===== src/rtl/trig_pkg.sv =====
package trig_pkg;

    // Shaping mode: bit 1 is the rising-edge enable, bit 0 the falling-edge enable
    typedef enum logic [1:0] {
        SHAPE_LEVEL = 2'b00,
        SHAPE_FALL  = 2'b01,
        SHAPE_RISE  = 2'b10,
        SHAPE_BOTH  = 2'b11
    } shape_mode_e;

    typedef struct packed {
        logic hist;    // selected input one clock ago
        logic primed;  // a valid history sample exists
        logic out;     // registered shaped, inverted result
    } shaper_state_t;

endpackage


===== src/rtl/trig_src_mux.sv =====
module trig_src_mux #(
    parameter int unsigned N_SRC = 6,
    parameter int unsigned SEL_W = 3
) (
    input  logic             clk,
    input  logic             rst_n,
    input  logic [N_SRC-1:0] trig_in,
    input  logic [SEL_W-1:0] src_sel,
    output logic             sel_val,
    output logic             switched
);

    logic [N_SRC-1:0] hit;
    logic [SEL_W-1:0] sel_d, sel_q;

    // AND-OR selection; an out-of-range index matches no lane
    for (genvar i = 0; i < N_SRC; i++) begin : g_lane
        assign hit[i] = trig_in[i] && (src_sel == SEL_W'(i));
    end

    assign sel_val  = |hit;
    assign switched = (src_sel != sel_q);

    always_comb begin
        sel_d = src_sel;
    end

    always_ff @(posedge clk or negedge rst_n) begin
        if (!rst_n) sel_q <= '0;
        else        sel_q <= sel_d;
    end

endmodule


===== src/rtl/trig_edge_shaper.sv =====
module trig_edge_shaper
    import trig_pkg::*;
(
    input  logic clk,
    input  logic rst_n,
    input  logic sel_val,
    input  logic switched,
    input  logic rise_en,
    input  logic fall_en,
    input  logic out_inv,
    output logic shaped_out
);

    shaper_state_t st_d, st_q;
    shape_mode_e   mode;
    logic          edge_ok, rise_hit, fall_hit, shaped;

    always_comb begin
        mode     = shape_mode_e'({rise_en, fall_en});
        edge_ok  = st_q.primed && !switched;
        rise_hit = edge_ok && sel_val && !st_q.hist;
        fall_hit = edge_ok && !sel_val && st_q.hist;
        unique case (mode)
            SHAPE_LEVEL: shaped = sel_val;
            SHAPE_FALL:  shaped = fall_hit;
            SHAPE_RISE:  shaped = rise_hit;
            SHAPE_BOTH:  shaped = rise_hit || fall_hit;
            default:     shaped = 1'b0;
        endcase
        st_d.hist   = sel_val;
        st_d.primed = 1'b1;
        st_d.out    = shaped ^ out_inv;
    end

    always_ff @(posedge clk or negedge rst_n) begin
        if (!rst_n) st_q <= '0;
        else        st_q <= st_d;
    end

    assign shaped_out = st_q.out;

    // a rising-only, non-inverted pulse never lasts two clocks
    assert_single_width_R4: assert property (@(posedge clk) disable iff (!rst_n)
        (rise_en && !fall_en && !out_inv && shaped_out)
        |=> !(rise_en && !fall_en && !out_inv && shaped_out));

    // falling-only channel stays low while the input remains high
    assert_fall_quiet_R5: assert property (@(posedge clk) disable iff (!rst_n)
        (!rise_en && fall_en && !out_inv && sel_val && st_q.hist) |=> !shaped_out);

    // a source change never yields a pulse
    assert_no_switch_pulse_R8: assert property (@(posedge clk) disable iff (!rst_n)
        ((rise_en || fall_en) && !out_inv && switched) |=> !shaped_out);

endmodule


===== src/rtl/trig_out_channel.sv =====
module trig_out_channel #(
    parameter int unsigned N_SRC = 6,
    parameter int unsigned SEL_W = (N_SRC > 1) ? $clog2(N_SRC) : 1
) (
    input  logic             clk,
    input  logic             rst_n,
    input  logic [N_SRC-1:0] trig_in,
    input  logic [SEL_W-1:0] src_sel,
    input  logic             rise_en,
    input  logic             fall_en,
    input  logic             out_inv,
    input  logic             io_en,
    output logic             trig_out,
    output logic             io_out
);

    logic sel_val, switched;

    trig_src_mux #(.N_SRC(N_SRC), .SEL_W(SEL_W)) u_mux (
        .clk      (clk),
        .rst_n    (rst_n),
        .trig_in  (trig_in),
        .src_sel  (src_sel),
        .sel_val  (sel_val),
        .switched (switched)
    );

    trig_edge_shaper u_shaper (
        .clk        (clk),
        .rst_n      (rst_n),
        .sel_val    (sel_val),
        .switched   (switched),
        .rise_en    (rise_en),
        .fall_en    (fall_en),
        .out_inv    (out_inv),
        .shaped_out (trig_out)
    );

    // Pin stage: drive forced low when the mask bit is clear
    assign io_out = trig_out & io_en;

    // level mode follows the selected input one clock later
    assert_level_follow_R3: assert property (@(posedge clk) disable iff (!rst_n)
        (!rise_en && !fall_en) |=> (trig_out == ($past(sel_val) ^ $past(out_inv))));

    // no pin drive while the enable is low
    assert_pin_gated_R9: assert property (@(posedge clk) disable iff (!rst_n)
        !io_en |-> !io_out);

endmodule


===== config.mk =====
export PLATFORM = sky130hd
export DESIGN_NAME = trig_out_channel
export DESIGN_NICKNAME = d
export VERILOG_FILES = /design/src/rtl/trig_pkg.sv /design/src/rtl/trig_src_mux.sv /design/src/rtl/trig_edge_shaper.sv /design/src/rtl/trig_out_channel.sv
export SDC_FILE = /design/constraint.sdc
export NUM_CORES = 1
export LEC_CHECK = 0
export BUFFER_PORTS_ARGS = -buffer_cell sky130_fd_sc_hd__clkbuf_2
export CAP_MARGIN = 40
export CORE_AREA = 8 8 45 47
export CTS_BUF_LIST = sky130_fd_sc_hd__clkbuf_8 sky130_fd_sc_hd__clkbuf_16
export DETAILED_ROUTE_END_ITERATION = 8
export DIE_AREA = 0 0 53 55
export PLACE_DENSITY = 0.44
export SLEW_MARGIN = 20
export SYNTH_ARGS = -nofsm -noshare
export SYNTH_HDL_FRONTEND = slang
export SYNTH_SLANG_ARGS = --single-unit

===== constraint.sdc =====
create_clock -name clk -period 1.6 [get_ports clk]
set_input_delay 0.24 -clock clk [delete_from_list [all_inputs] [get_ports clk]]
set_output_delay 0.24 -clock clk [all_outputs]
set_load 0.005 [all_outputs]

### Word level (Yosys, flattened, before mapping)

Cells that the tools add are included.

* register bits: 6
* output and inout port bits: 2
* word-level logic and storage cells: 34

* equality and inequality tests: 9
* multiplexer cells: 1
* bitwise gates (word level): 2
* reductions and logical operators: 18

Operators with widths (number)
* 1-bit logical AND: 11
* 3-bit by 2-bit equality test with 1-bit output (second input constant): 2
* 3-bit equality test (second input constant): 2
* 6-bit OR reduction: 1
* 2-bit equality test (second input constant): 2
* 1-bit case mux with 4 select lines: 1
* 3-bit by 1-bit equality test with 1-bit output (second input constant): 1
* 1-bit logical NOT: 3
* 3-bit logical NOT: 1
* 3-bit inequality test: 1
* 2-bit by 1-bit equality test with 1-bit output (second input constant): 1
* 2-bit logical NOT: 1
* 1-bit AND: 1
* 1-bit logical OR: 1
* 1-bit XOR: 1

### Logic depth before layout (Yosys ltp)

Gate-level depths: netlist of run 1.

* depth after elaboration: 9
* depth in mapped cells: 5
* gate-level depth less buffers: 5

### Hierarchy

A second synthesis of run 1 with hierarchy kept.

* cell total of the unflattened synthesis: 24
* area total of the unflattened synthesis: 304.0 um^2

Modules (own cells, without submodules)
* trig_src_mux: instances 1, cells an instance 11, area each 153.9 um^2, seq. area each 75.1 um^2
* trig_edge_shaper: instances 1, cells an instance 12, area each 143.9 um^2, seq. area each 75.1 um^2
* trig_out_channel: instances 1, cells an instance 1, area each 6.3 um^2, seq. area each 0.0 um^2

### Worst setup path after synthesis of run 1

OpenSTA, ideal clock, no wires.

* path kind: input port to flip-flop
* start point: input port src_sel[1]
* end point: register u_shaper.st_q (netlist bit u_shaper.shaped_out)
* library setup time: 123 ps
* arrival: 1195 ps
* data required time: 1477 ps
* slack: 282 ps
* stages: 5
* path buffers: 0
* cell sequence: mux4_2 -> nand2b_2 -> and4bb_1 -> a211oi_2 -> xnor2_1

RTL lines
* start, declared: RTL line trig_out_channel.sv:8 `input logic [SEL_W-1:0] src_sel,`
* end signal, assigned: RTL line trig_edge_shaper.sv:37 `else st_q <= st_d;`
* end, declared: RTL line trig_edge_shaper.sv:14 `shaper_state_t st_d, st_q;`

==> results.json, run 1 <==
{
  "outcome": "completed",
  "rr_startpoint": "u_mux.sel_q[0]",
  "synth_fa_ha_area_share_pct": 0,
  "power_density_nw_per_um2": 986,
  "yosys_register_bits": 6,
  "max_cap_violations": 0,
  "insertion_delay_ns": 0.22,
  "min_to": "u_mux.sel_q[2]",
  "wirelength_microns": 719,
  "ir_worst_vdd_uv": 706,
  "die_area_sq_um": 2920,
  "fin_area_sq_um": 458,
  "synth_mux_area_share_pct": 11.0,
  "cts_tree": "built",
  "vias_per_cell": 4.18,
  "clk_pin_slew_worst_paths_ns": 0.04,
  "nets": 61,
  "end_kind": "register",
  "slew_viol_final": 0,
  "firstDrtPassIters": 2,
  "reg2reg_depth": 5,
  "p_total_w": 0.000452,
  "die_h_microns": 55,
  "ctsLongestPathBuffers": 2,
  "area_growth_pct": 49.4,
  "gp_congestion": 0.666,
  "antenna_found_initial": 0,
  "cellLeakagePower_nw": 0.216,
  "syn-cell-area_sq_um": 307,
  "port_buffers": 16,
  "layout_commonest_cell": "clkbuf_2",
  "r2r_slack_ns": 0.21,
  "cts_setup_buffers": 0,
  "cts_made_buffers": 3,
  "start_util_pct": 22.2,
  "ios": 17,
  "numPlacedInstances": 56,
  "grt_max_degree": 7,
  "wire_per_inst_microns": 12.0,
  "crit_fanout": 2,
  "grt_pass1_vias": 302,
  "numClockSinks": 6,
  "critPathLaunchType": "register",
  "final_antenna_net_count": 0,
  "synth_top_family_by_area": "simple AND/OR/NAND/NOR gates",
  "final_cells": 60,
  "worstPathRequired_ns": 1.70,
  "cp.arrival_ns": 1.49,
  "setup_viol": 0,
  "drive_gt1_share_pct": 54.5,
  "fin_skew_ns": 0.00265,
  "fmax_mhz": 720,
  "synth_simple_gate_area_share_pct": 17.1,
  "num_antenna_cells": 0,
  "die_width_microns": 53,
  "grt_overflow": 0,
  "min_path_cells": 1,
  "final_util_pct": 33.1,
  "ys_types": 15,
  "vias": 251,
  "drt_first_iter_violations": 1,
  "drc": 0,
  "layout_common_cells": "clkbuf_2, dfrtp_1, xnor2_1",
  "min_from": "src_sel[2]",
  "netlist_instances": 24,
  "avgSynthCellArea_sq_um": 12.8,
  "final_hold_viol_count": 0,
  "ys_warn_count": 0,
  "synth_compound_area_share_pct": 8.98,
  "dp_hpwl_microns": 604,
  "clockRootBuffer": "clkbuf_8",
  "rsz0062_at_grt": "no",
  "fin_tns_setup_ns": 0,
  "synth-seq-area-share_pct": 49.0,
  "grtUsageTotal_pct": 5.55,
  "syn-num-nets": 39,
  "min_period_ns": 1.39,
  "synthXorXnorAreaFrac_pct": 11.4,
  "grt_pass1_wl_mm": 1.20,
  "htree_levels": 1,
  "min_period_over_period_pct": 86.8,
  "dpl_cell_area_sq_um": 407,
  "reg2reg_to": "u_shaper.shaped_out",
  "hp-class": "input pin to register",
  "core_area_sq_um": 1380,
  "critical_path_class": "register to register",
  "fp-row-count": 14
}
-- synthesized netlist by cell type (all sizes together) --
cell type,count,area [sq um]
a211oi,1,12.5
nor2,1,3.75
mux4,1,22.5
nand2,2,7.51
nand4,1,6.26
xnor2,4,35.0
inv,1,3.75
a2111oi,1,15.0
mux2,1,11.3
dfrtp,6,150
and2,1,6.26
conb,1,3.75
nand2b,1,8.76
and4bb,1,12.5
nand3b,1,7.51
-- sequential cells by signal (all words and copies together), names as in the netlist --
signal and flops:
u_mux.sel_q 3, u_shaper.shaped_out 1, u_shaper.st_q 2
-- stage by stage --
step | setup WS [ns] | hold slack, ns
floorplan | 0.282 | -0.0556
global placement | 0.0895 | 0.0711
detailed placement | 0.0560 | 0.0733
CTS | 0.193 | 0.186
global route | 0.0932 | 0.192
finish | 0.211 | 0.192
-- metal layers --
| metal | wire length [microns] | up-vias | GRT usage, % | part of all wire (%) |
|---|---|---|---|---|
| met5 | 0 | - | 0 | 0 |
| met1 | 319 | 113 | 6.01 | 44 |
| met3 | 96 | 0 | 5.61 | 13 |
| met2 | 303 | 14 | 7.42 | 42 |
| li1 | - | 124 | - | - |
| met4 | 0 | 0 | 1.29 | 0 |
-- worst max-delay path, cell delays in order (launching register included) --
cell and delay (ns):
dfrtp_1 0.37, xnor2_1 0.15, nand4_1 0.15, a2111oi_2 0.39
a211oi_2 0.07, xnor2_1 0.14
-- repair_timing --
action / CTS / global route
hold buffers: 1 / 0
endpoints found under the hold margin: 6 / 0
resized for setup: 0 / 0
-- final cells by class --
type / instances / area (sq um)
timing repair buffer: 17 / 90.1
tap: 16 / 20.0
clock buffer: 3 / 41.3
inverter: 1 / 3.75
sequential: 6 / 150
multi-input combinational: 17 / 153
fill: 142 / 926
-- logic make-up after synthesis --
family,count (synthesis)
simple gates,8
xor+xnor,4
mux,2
compound gates,2
flops,6
other cells,1
buf+inv,1
-- report_power, final --
part           internal (W)  switching [W]  total (W)
Combinational     0.0000362      0.0000274  0.0000636
Sequential         0.000163     0.00000526   0.000168
Clock              0.000161      0.0000584   0.000219
Total              0.000360      0.0000911   0.000452
-- how the worst max path moves through the flow --
stage / from / to / slack (ns) / cells after the start
2_1_floorplan: src_sel[1] / u_shaper.shaped_out / 0.28 / 5
3_3_place_gp: src_sel[1] / u_shaper.shaped_out / 0.09 / 6
6_report: u_mux.sel_q[0] / u_shaper.shaped_out / 0.21 / 5
5_1_grt: u_mux.sel_q[0] / u_shaper.shaped_out / 0.09 / 5
3_5_place_dp: src_sel[1] / u_shaper.shaped_out / 0.06 / 6
4_1_cts: u_mux.sel_q[0] / u_shaper.shaped_out / 0.19 / 5
No activity file was read; power rests on OpenSTA's default activity.
==> run 2: changes to the inputs <==
- BUFFER_PORTS_ARGS: -buffer_cell sky130_fd_sc_hd__clkbuf_2 -> -buffer_cell sky130_fd_sc_hd__buf_4
- CTS_BUF_LIST: sky130_fd_sc_hd__clkbuf_8 sky130_fd_sc_hd__clkbuf_16 -> not set
- SKIP_LAST_GASP: not set -> 1
==> run 2 against run 1 <==
- utilization rose by 1.5 points
- clock skew barely moved
- clock-buffer cell count did not move
- final area rose by 4.6%
- total power fell by 17%
- worst hold slack got worse by 0.048 ns
- critical path depth did not move
- via count rose by 2.8%
- sequential share of layout area fell by 1.5 points
- largest cell class unchanged
==> results.json, run 2 (synthesis gave the netlist of run 1 again) <==
{
  "outcome": "completed",
  "largest_reg_flops": 3,
  "insertion_delay_ns": 0.23,
  "grt_pass1_vias": 294,
  "cp.arrival_ns": 1.49,
  "start_util_pct": 22.2,
  "cts_setup_buffers": 0,
  "numClockSinks": 6,
  "layout_commonest_cell": "buf_4",
  "drt_first_iter_violations": 0,
  "vias_per_cell": 4.30,
  "dpl_cell_area_sq_um": 447,
  "firstDrtPassIters": 1,
  "ctsHoldBuffers": 1,
  "final_util_pct": 34.6,
  "power_density_nw_per_um2": 782,
  "cts_tree": "built",
  "grt_pass1_wl_mm": 1.20,
  "min_period_over_period_pct": 86.2,
  "crit_buf_inv": 0,
  "gp_congestion": 0.675,
  "fin_skew_ns": 0.00229,
  "final_hold_viol_count": 0,
  "fp-row-count": 14,
  "ctsLongestPathBuffers": 2,
  "setup_viol": 0,
  "max_cap_violations": 0,
  "final_antenna_net_count": 0,
  "layout_common_cells": "buf_4, dfrtp_1, xnor2_1",
  "die_area_sq_um": 2920,
  "grt_overflow": 0,
  "min_path_cells": 1,
  "clockRootBuffer": "clkbuf_4",
  "crit_cells": 5,
  "crit_fanout": 2,
  "ir_worst_vdd_uv": 408,
  "fmax_mhz": 725,
  "ios": 17,
  "cellLeakagePower_nw": 0.219,
  "antenna_found_initial": 0,
  "drc": 0,
  "wire_per_inst_microns": 12.5,
  "core_area_sq_um": 1380,
  "htree_levels": 1,
  "reg2reg_depth": 5,
  "crit_family": "compound AO/OA/AOI/OAI gates",
  "area_growth_pct": 56.3,
  "largest-register": "u_mux.sel_q",
  "clk_pin_slew_worst_paths_ns": 0.04,
  "ctsResizeCount": 0,
  "end_kind": "register",
  "p_total_w": 0.000375,
  "fin_area_sq_um": 479,
  "die_width_microns": 53,
  "cp_slowest_stage_delay_ns": 0.40,
  "num_antenna_cells": 0,
  "dp_hpwl_microns": 656,
  "cpMostUsedCell": "xnor2_1",
  "cp_cell_sequence": "xnor2_1 -> nand4_1 -> a2111oi_2 -> a211oi_2 -> xnor2_1",
  "cp_slowest_cell": "a2111oi_2",
  "die_h_microns": 55,
  "drive_gt1_share_pct": 54.5,
  "slew_viol_final": 0,
  "critPathLaunchType": "register",
  "nets": 61,
  "min_period_ns": 1.38,
  "wirelength_microns": 752,
  "grt_max_degree": 7,
  "hp-class": "input pin to register",
  "critical_path_class": "register to register",
  "worstPathRequired_ns": 1.71,
  "vias": 258,
  "port_buffers": 16,
  "rsz0062_at_grt": "no",
  "cts_made_buffers": 3,
  "grtUsageTotal_pct": 5.72,
  "fin_tns_setup_ns": 0
}
-- run 2: cell types whose count changed in the layout (fill, tap and decap cells not counted), sizes merged --
cell    delta
buf       +16
clkbuf    -16
-- run 2: layout make-up --
| type | count | area, sq um |
|---|---|---|
| Inverter | 1 | 3.75 |
| Sequential cell | 6 | 150 |
| Timing Repair Buffer | 17 | 130 |
| Multi-Input combinational cell | 17 | 153 |
| Tap cell | 16 | 20.0 |
| Fill cell | 149 | 905 |
| Clock buffer | 3 | 22.5 |
-- run 2: worst register-to-register path, cell delays in order, from the launching register on --
cell       delay, ns
dfrtp_1         0.36
xnor2_1         0.14
nand4_1         0.15
a2111oi_2       0.40
a211oi_2        0.08
xnor2_1         0.13
-- run 2: report_power, final --
group / internal (W) / leakage, nW / switching [W]
clock network: 0.0000843 / 0.0138 / 0.0000463
logic: 0.0000484 / 0.135 / 0.0000274
registers: 0.000163 / 0.0707 / 0.00000537
total: 0.000296 / 0.219 / 0.0000790
-- run 2: metal layers --
metal	up-vias	wire [microns]	track usage, %
li1	125	-	-
met1	119	301	5.41
met2	14	358	9.38
met3	0	91	4.81
met4	0	0	1.29
met5	-	0	0
-- run 2: worst paths after layout --
kind / from / to / slack, ns
worst min-delay path: src_sel[2] / u_mux.sel_q[2] / 0.14
worst max-delay path: u_mux.sel_q[0] / u_shaper.shaped_out / 0.22
worst min register to register: u_shaper.st_q[2] / u_shaper.shaped_out / 0.73
min in group asynchronous: rst_n / u_shaper.st_q[1] / 0.35
worst max register to register: u_mux.sel_q[0] / u_shaper.shaped_out / 0.22
max in group asynchronous: rst_n / u_mux.sel_q[1] / 1.13
-- run 2: per-stage QoR --
step | cells | setup slack, ns | hold WS (ns)
detailed placement | 56 | 0.0688 | 0.0531
finish | 60 | 0.221 | 0.144
CTS | 60 | 0.194 | 0.141
global route | 60 | 0.103 | 0.141
floorplan | 24 | 0.282 | -0.0556
global placement | 56 | 0.0991 | 0.0505
==> run 3: changes to the inputs <==
- BUFFER_PORTS_ARGS: -buffer_cell sky130_fd_sc_hd__buf_4 -> -buffer_cell sky130_fd_sc_hd__clkbuf_2
- PLACE_DENSITY: 0.44 -> not set
- PLACE_DENSITY_LB_ADDON: not set -> 0.25
- SLEW_MARGIN: 20 -> 30
==> run 3 against run 2 <==
- total power is 2.0% lower
- critical path depth unchanged
- final area is 8.4% lower
- flip-flop and latch count is the same
- largest cell class unchanged
==> results.json, run 3 (synthesis gave the netlist of run 1 again) <==
{
  "slew_viol_final": 0,
  "reg2reg_depth": 5,
  "fill_cells": 149,
  "grt_max_degree": 7,
  "clk_pin_slew_worst_paths_ns": 0.04,
  "rr_startpoint": "u_mux.sel_q[0]",
  "clockRootBuffer": "clkbuf_4",
  "gp_congestion": 0.659,
  "hp-class": "input pin to register",
  "die_width_microns": 53,
  "cp.arrival_ns": 1.48,
  "cp_slowest_cell": "a2111oi_2",
  "drive_gt1_share_pct": 54.5,
  "ios": 17,
  "drt_first_iter_violations": 2,
  "layout_commonest_cell": "clkbuf_2",
  "numClockSinks": 6,
  "critPathLaunchType": "register",
  "rsz0062_at_grt": "no",
  "layout_common_cells": "clkbuf_2, dfrtp_1, xnor2_1",
  "reg2reg_to": "u_shaper.shaped_out",
  "cp_cell_sequence": "xnor2_1 -> nand4_1 -> a2111oi_2 -> a211oi_2 -> xnor2_1",
  "final_antenna_net_count": 0,
  "min_from": "src_sel[2]",
  "final_hold_viol_count": 0,
  "end_kind": "register",
  "cts_made_buffers": 3,
  "r2r_slack_ns": 0.24,
  "grtUsageTotal_pct": 5.11,
  "grt_pass1_vias": 262,
  "multi_input_area_sq_um": 153,
  "regArea_sq_um": 150,
  "die_h_microns": 55,
  "port_buffers": 16,
  "num_antenna_cells": 0,
  "ctsResizeCount": 0,
  "fin_skew_ns": 0.000459,
  "wirelength_microns": 674,
  "dp_hpwl_microns": 581,
  "grt_overflow": 0,
  "worstPathRequired_ns": 1.72,
  "core_area_sq_um": 1380,
  "dpl_cell_area_sq_um": 407,
  "insertion_delay_ns": 0.24,
  "final_cells": 60,
  "numPlacedInstances": 56,
  "cts_tree": "built",
  "power_density_nw_per_um2": 836,
  "critical_path_class": "register to register",
  "vias": 250,
  "max_cap_violations": 0,
  "fin_tns_setup_ns": 0,
  "cellLeakagePower_nw": 0.209,
  "largest_reg_flops": 3,
  "nets": 61,
  "ctsLongestPathBuffers": 2,
  "setup_viol": 0,
  "die_area_sq_um": 2920,
  "fin_area_sq_um": 439,
  "p_total_w": 0.000367,
  "drc": 0,
  "min_path_cells": 1,
  "htree_levels": 1,
  "firstDrtPassIters": 3,
  "cpMostUsedCell": "xnor2_1",
  "start_util_pct": 22.2,
  "fmax_mhz": 735,
  "grt_pass1_wl_mm": 1.07,
  "largest-register": "u_mux.sel_q",
  "vias_per_cell": 4.17,
  "antenna_found_initial": 0,
  "dp_slack_ns": 0.0581,
  "wire_per_inst_microns": 11.2,
  "crit_fanout": 2,
  "min_period_ns": 1.36,
  "ir_worst_vdd_uv": 439,
  "min_to": "u_mux.sel_q[2]",
  "fp-row-count": 14,
  "finalWorstSetupSlack_ns": 0.239,
  "outcome": "completed",
  "cp_slowest_stage_delay_ns": 0.38,
  "area_growth_pct": 43.3,
  "min_period_over_period_pct": 85.0
}
[run 3: worst max-delay path, delay by kind of cell (launching register included)]
family           cells  cell delay, ns
AND/OR/NAND/NOR      1            0.15
AO/OA/AOI/OAI        2            0.45
XOR/XNOR             2            0.28
flip-flops           1            0.36
[run 3: per-stage QoR]
step	hold WS (ns)	utilization, %
global route	0.163	31.7
finish	0.163	31.7
global placement	0.0733	29.4
detailed placement	0.0737	29.4
CTS	0.163	31.7
floorplan	-0.0556	-
[run 3: where the power goes]
| part | internal [W] | switching, W | leakage (nW) |
|---|---|---|---|
| Sequential | 0.000163 | 0.00000466 | 0.0707 |
| Combinational | 0.0000362 | 0.0000265 | 0.124 |
| Clock | 0.0000847 | 0.0000524 | 0.0138 |
[run 3: area by class of cell]
cell class / count / share of cell area (%)
Multi-Input combinational cell: 17 / 34.8
Sequential cell: 6 / 34.2
Timing Repair Buffer: 17 / 20.5
Clock buffer: 3 / 5.13
Tap cell: 16 / 4.56
Inverter: 1 / 0.855
[run 3: routing by layer]
layer / wire length [microns] / part of all wire [%] / up-vias / GRT usage [%]
li1: - / - / 126 / -
met1: 290 / 43 / 107 / 5.39
met2: 236 / 35 / 17 / 6.45
met3: 147 / 22 / 0 / 5.88
met4: 0 / 0 / 0 / 1.29
met5: 0 / 0 / - / 0
[run 3: worst max path at each step]
stage	depth (start not counted)	slack (ns)	endpoint	start
CTS	5	0.21	u_shaper.shaped_out	u_mux.sel_q[0]
global route	5	0.17	u_shaper.shaped_out	u_mux.sel_q[0]
detailed placement	6	0.06	u_shaper.shaped_out	src_sel[1]
finish	5	0.24	u_shaper.shaped_out	u_mux.sel_q[0]
global placement	6	0.07	u_shaper.shaped_out	src_sel[1]
floorplan	5	0.28	u_shaper.shaped_out	src_sel[1]
[run 3: timing repair]
item                                   in CTS  in global routing
endpoints found under the hold margin       6                  0
hold buffers                                1                  0
setup buffers                               0                  0
